===== src/rtl/uart_rxs_pkg.sv =====
package uart_rxs_pkg;

    // Per-frame conditions reported by the deserializer
    typedef struct packed {
        logic par_fail;
        logic stop;
        logic pbit_zero;
    } frm_cond_t;

    // Sticky receive flags
    typedef struct packed {
        logic rda;
        logic pe;
        logic ovr;
        logic fe;
        logic brk;
    } rx_flags_t;

    // Error flags raised by one frame
    typedef struct packed {
        logic pe;
        logic fe;
        logic brk;
    } err_hit_t;

    localparam int STAT_W = 8;

    function automatic err_hit_t frame_hits(frm_cond_t c, logic data_zero);
        err_hit_t h;
        h.pe  = c.par_fail;
        h.fe  = ~c.stop;
        h.brk = data_zero & c.pbit_zero & ~c.stop;
        return h;
    endfunction

    function automatic logic [STAT_W-1:0] pack_status(rx_flags_t f, logic thr,
                                                      logic txe, logic cts_l);
        return {f.rda, f.pe, f.ovr, f.fe, f.brk, thr, txe, cts_l};
    endfunction

endpackage


===== src/rtl/uart_rxs_hold.sv =====
module uart_rxs_hold #(
    parameter int DATA_W = 8
) (
    input  logic              clk,
    input  logic              rst,
    input  logic              frm_valid,
    input  logic [DATA_W-1:0] frm_data,
    input  logic              rd,
    output logic [DATA_W-1:0] data_q,
    output logic              rda_q,
    output logic              ovr_q
);
    logic [DATA_W-1:0] data_n;
    logic              rda_n;
    logic              ovr_n;

    always_comb begin
        data_n = data_q;
        rda_n  = rda_q;
        ovr_n  = ovr_q;
        if (frm_valid) begin
            data_n = frm_data;
            rda_n  = 1'b1;
            if (rda_q) ovr_n = 1'b1;
        end else if (rd) begin
            rda_n = 1'b0;
            if (!rda_q) ovr_n = 1'b0;
        end
    end

    always_ff @(posedge clk) begin
        if (rst) begin
            data_q <= '0;
            rda_q  <= 1'b0;
            ovr_q  <= 1'b0;
        end else begin
            data_q <= data_n;
            rda_q  <= rda_n;
            ovr_q  <= ovr_n;
        end
    end


    rda_set_chk: assert property (@(posedge clk) disable iff (rst)
        frm_valid |=> rda_q);

    data_load_chk: assert property (@(posedge clk) disable iff (rst)
        frm_valid |=> data_q == $past(frm_data));

    rda_clr_chk: assert property (@(posedge clk) disable iff (rst)
        (rd && !frm_valid) |=> !rda_q);

    ovr_set_chk: assert property (@(posedge clk) disable iff (rst)
        (frm_valid && rda_q) |=> ovr_q);

    ovr_keep_chk: assert property (@(posedge clk) disable iff (rst)
        (rd && rda_q && ovr_q) |=> ovr_q);

endmodule


===== src/rtl/uart_rxs_err.sv =====
module uart_rxs_err
    import uart_rxs_pkg::*;
(
    input  logic      clk,
    input  logic      rst,
    input  logic      frm_valid,
    input  frm_cond_t cond,
    input  logic      data_zero,
    input  logic      rd,
    output err_hit_t  err_q
);
    err_hit_t hit;
    err_hit_t base;
    err_hit_t err_n;

    always_comb begin
        hit  = frame_hits(cond, data_zero);
        base = rd ? err_hit_t'('0) : err_q;
        if (frm_valid) err_n = base | hit;
        else           err_n = base;
    end

    always_ff @(posedge clk) begin
        if (rst) err_q <= '0;
        else     err_q <= err_n;
    end


    brk_needs_fe_chk: assert property (@(posedge clk) disable iff (rst)
        err_q.brk |-> err_q.fe);

    rd_clears_chk: assert property (@(posedge clk) disable iff (rst)
        (rd && !frm_valid) |=> (err_q == '0));

endmodule


===== src/rtl/uart_rxs_pack.sv =====
module uart_rxs_pack
    import uart_rxs_pkg::*;
(
    input  logic              rst,
    input  rx_flags_t         flags,
    input  logic              thr_empty,
    input  logic              tx_empty,
    input  logic              cts,
    output logic [STAT_W-1:0] status
);
    logic thr_v;
    logic txe_v;

    always_comb begin
        thr_v  = rst | thr_empty;
        txe_v  = rst | tx_empty;
        status = pack_status(flags, thr_v, txe_v, cts);
    end
endmodule


===== src/rtl/uart_rx_status.sv =====
module uart_rx_status
    import uart_rxs_pkg::*;
#(
    parameter int DATA_W = 8
) (
    input  logic              clk,
    input  logic              rst,
    input  logic              frm_valid,
    input  logic [DATA_W-1:0] frm_data,
    input  logic              frm_par_fail,
    input  logic              frm_stop,
    input  logic              frm_pbit_zero,
    input  logic              rdr_rd,
    input  logic              thr_empty,
    input  logic              tx_empty,
    input  logic              cts,
    output logic [DATA_W-1:0] rx_data,
    output logic [STAT_W-1:0] status
);
    frm_cond_t cond;
    err_hit_t  err_q;
    rx_flags_t flags;
    logic      rda_q;
    logic      ovr_q;
    logic      data_zero;

    assign cond      = '{par_fail: frm_par_fail, stop: frm_stop, pbit_zero: frm_pbit_zero};
    assign data_zero = (frm_data == '0);

    uart_rxs_hold #(.DATA_W(DATA_W)) u_hold (
        .clk      (clk),
        .rst      (rst),
        .frm_valid(frm_valid),
        .frm_data (frm_data),
        .rd       (rdr_rd),
        .data_q   (rx_data),
        .rda_q    (rda_q),
        .ovr_q    (ovr_q)
    );

    uart_rxs_err u_err (
        .clk      (clk),
        .rst      (rst),
        .frm_valid(frm_valid),
        .cond     (cond),
        .data_zero(data_zero),
        .rd       (rdr_rd),
        .err_q    (err_q)
    );

    assign flags = '{rda: rda_q, pe: err_q.pe, ovr: ovr_q, fe: err_q.fe, brk: err_q.brk};

    uart_rxs_pack u_pack (
        .rst      (rst),
        .flags    (flags),
        .thr_empty(thr_empty),
        .tx_empty (tx_empty),
        .cts      (cts),
        .status   (status)
    );


    frame_wins_chk: assert property (@(posedge clk) disable iff (rst)
        (frm_valid && rdr_rd) |=> (status[7] && status[4] == $past(!frm_stop)));

endmodule


===== config.mk =====
export PLATFORM = sky130hd
export DESIGN_NAME = uart_rx_status
export DESIGN_NICKNAME = d
export VERILOG_FILES = /design/src/rtl/uart_rxs_pkg.sv /design/src/rtl/uart_rxs_hold.sv /design/src/rtl/uart_rxs_err.sv /design/src/rtl/uart_rxs_pack.sv /design/src/rtl/uart_rx_status.sv
export SDC_FILE = /design/constraint.sdc
export NUM_CORES = 1
export LEC_CHECK = 0
export CAP_MARGIN = 10
export CORE_MARGIN = 2
export CORE_UTILIZATION = 37
export DETAILED_ROUTE_END_ITERATION = 8
export HOLD_SLACK_MARGIN = 0.05
export PLACE_DENSITY = 0.81
export SLEW_MARGIN = 10
export SYNTH_ARGS = -nofsm -noshare
export SYNTH_HDL_FRONTEND = slang
export SYNTH_SLANG_ARGS = --single-unit
export TNS_END_PERCENT = 50

===== constraint.sdc =====
create_clock -name clk -period 2.4 [get_ports clk]
set_input_delay 0.36 -clock clk [delete_from_list [all_inputs] [get_ports clk]]
set_output_delay 0.36 -clock clk [all_outputs]
set_load 0.05 [all_outputs]

==> flow_metrics.py <==
metrics = {
    "outcome": {
        "result_of_the_run": "complete, no violations",
    },
    "clocking": {
        "postCtsSetupRepairBufs": 0,
        "cts_buffer_depth": 2,
        "tritoncts_num_sinks": 13,
        "cts.htree.levels": 1,
        "clk_tree_root_cell": "clkbuf_4",
        "clock_latency_ns": 0.26,
        "cts.reportedPaths.clkPinSlew_ns": 0.08,
        "cts_tree": "built",
        "cts_resized": 0,
        "cts_buffers": 3,
        "hold_buffers": 0,
    },
    "placement": {
        "hpwlAfterDp_um": 880.2,
        "finalWeightedCongestion": 0.6598,
        "pre_cts_slack_ns": 0.7111,
        "port_buffers": 31,
    },
    "pwr": {
        "seq_power_share": 0.464,
        "comb_power_share": 0.275,
        "internal_power_uw": 354.5,
        "clock_power_share": 0.260,
        "powerDensity_nw_per_um2": 573.5,
        "total_switching_power_uw": 148.5,
        "overall_power_uw": 503.0,
        "power_switching_share": 0.2952,
        "p_leak_nw": 0.3607,
        "max-vdd-ir-drop_v": 0.0004184,
    },
    "floorplanning": {
        "number_of_standard_cell_rows_in_the_floorplan": 13,
        "die-area_um2": 1760,
        "coreArea_um2": 1318,
        "initial_core_util": 0.4046,
        "dieHeight_um": 41.96,
        "die_width_um": 41.96,
        "i_o_pins": 34,
    },
    "logic_synthesis": {
        "synth_fa_ha_area_frac": 0,
        "synth_cells": 55,
        "synth_seq_cells": 13,
        "syn-num-nets": 73,
        "synth_top_family_by_area": "simple AND/OR/NAND/NOR gates",
        "synthXorXnorAreaFrac": 0,
        "synth.yosys.warnings": 0,
        "synth-simple-area-share": 0.2089,
        "synthDistinctLibCells": 17,
        "syn_avg_cell_area_um2": 9.691,
        "post_synth_instance_area_um2": 533.0,
        "proportion_of_synthesized_chip_area_in_sequential_cells": 0.4883,
        "synth.area.mux_share": 0.1502,
        "synth_compound_area_frac": 0.05869,
    },
    "cells_and_area": {
        "area_delta_synth_final_pct": 64.55,
        "proportion_of_layout_cells_with_a_drive_suffix_above_1": 0.1059,
        "antennaDiodeCount": 0,
        "num-nets-final": 104,
    },
    "global_routing": {
        "vias_in_the_first_global_route": 470,
        "groute.usage.overall": 0.1426,
        "grt_remaining_overflow": 0,
        "antenna_violations_before_repair": 0,
        "grt_pass1_wl_um": 1932,
        "grt_max_degree": 15,
    },
    "sta": {
        "setup_repair_after_global_routing_missed_its_margin": "no",
        "timing_worst_slew_pin_value_ns": 0.5184,
        "max_freq_mhz": 555.1,
        "final-hold-violation-count": 0,
        "layout_worst_path_cycle_share": 0.7507,
        "layout_setup_ws_ns": 0.5984,
        "report.final.setup_viol": 0,
        "final.setup.tns_ns": 0,
        "max_slew_margin": 0.6533,
        "min_period_ns": 1.802,
        "worst_clock_skew_ns": 0.00001510,
        "report.final.slew_viol_count": 0,
    },
    "routing": {
        "final_antenna_net_count": 0,
        "route.final.wire_length_um": 1142,
        "via_count": 490,
        "post_detailed_route_drc_marker_count": 0,
        "first_iter_violations": 8,
        "post_drt_via_cell_ratio": 4.900,
        "drt_first_pass_iters": 4,
        "average_wire_per_cell_in_the_routed_design_um": 11.42,
    },
    "worst_setup_path": {
        "cp_slowest_cell": "clkdlybuf4s50_1",
        "worst_ep_arrival_time_ns": 1.44,
        "crit_path_max_incr_delay_ns": 0.81,
        "type_of_the_worst_setup_path": "reg2out",
        "worstPathBufferInverterCount": 1,
        "cp.required_ns": 2.04,
        "cpLargestDelayFamily": "buffers and inverters",
        "critPathLaunchType": "flip-flop",
        "critical_path.cell_chain": "clkdlybuf4s50_1",
        "crit_path_max_fanout": 4,
        "endpoint_kind": "output port",
    },
    "worst_hold_path": {
        "timing.hold.worst.class": "reg2reg",
    },
    "job": {
        "max_cap_viols": 0,
    },
}
worst paths after layout:
path,start,to,cells past startpoint,slack (ns)
max,u_hold.rda_q,status[7],1,0.60
min reg2reg,u_err.err_q[1],u_err.err_q[1],2,0.47
min,u_err.err_q[1],u_err.err_q[1],2,0.47
max reg2reg,u_hold.rda_q,u_hold.ovr_q,3,1.62
power groups by stage:
stage                     sequential (mW)  combinational (mW)  clock (mW)
after global routing                0.235               0.146       0.146
after floorplan                     0.272              0.0485           0
after CTS                           0.234               0.139       0.135
final                               0.234               0.138       0.131
after global placement              0.238               0.138           0
after detailed placement            0.238               0.139           0
flip-flops by register name, indices dropped and copies added (netlist names):
signal,cells
u_hold.data_q,8
u_err.err_q,3
u_hold.ovr_q,1
u_hold.rda_q,1
final cells by class:
cell class / count / area (um^2)
clock buffer: 4 / 26.28
fill: 105 / 440.4
inverter: 1 / 3.754
multi-input combinational: 34 / 222.7
sequential: 13 / 260.3
tap: 15 / 18.77
timing repair buffer: 33 / 345.3
routing by layer:
metal  track usage  vias up  routed length (um)  part of all wire
met3       0.06087        2                 139              0.12
met4       0.07742        0                  11            0.0096
met5             0        -                   0                 0
met1        0.1501      219                 497              0.44
met2        0.2375       30                 493              0.43
li1              -      239                   -                 -
cell families after synthesis:
group / Yosys count
and+or+nand+nor: 21
DFF: 13
AOI/OAI and AO/OA: 5
buffers and inverters: 8
muxes: 8
cell usage in the layout (no fill, tap or decap), drive strengths merged:
cell type,instances
nor4,2
nand2,1
clkbuf,4
nand2b,2
buf,4
nor3,1
mux2i,8
clkdlybuf4s50,29
a22o,1
dfxtp,13
or4b,1
inv,1
nor2,12
or2,2
a21oi,3
a22oi,1
synth_stat cells:
cell type   n  share of area
or4b_4      1          0.026
buf_2       1         0.0094
mux2i_1     8           0.15
nand2_1     1         0.0070
a21oi_1     3          0.028
dfxtp_1    13           0.49
nor4_1      1          0.012
buf_4       5          0.070
clkbuf_1    1         0.0070
nand2b_1    2          0.023
a22oi_1     1          0.014
nor4_2      1          0.023
nor2_1     12          0.085
nor3_1      1         0.0094
or2_1       2          0.023
inv_1       1         0.0070
a22o_1      1          0.016
through the flow:
stage | std cells | hold slack (ns) | instance area, um^2 | utilization
3_5_place_dp | 96 | 0.4604 | 850.8 | 0.6458
4_1_cts | 100 | 0.4731 | 877.1 | 0.6657
6_report | 100 | 0.4693 | 877.1 | 0.6657
2_1_floorplan | 55 | 0.4291 | 533.0 | -
5_1_grt | 100 | 0.5003 | 877.1 | 0.6657
3_3_place_gp | 96 | 0.4520 | 850.8 | 0.6458
Note: power is estimated with default switching activity, not from simulation.
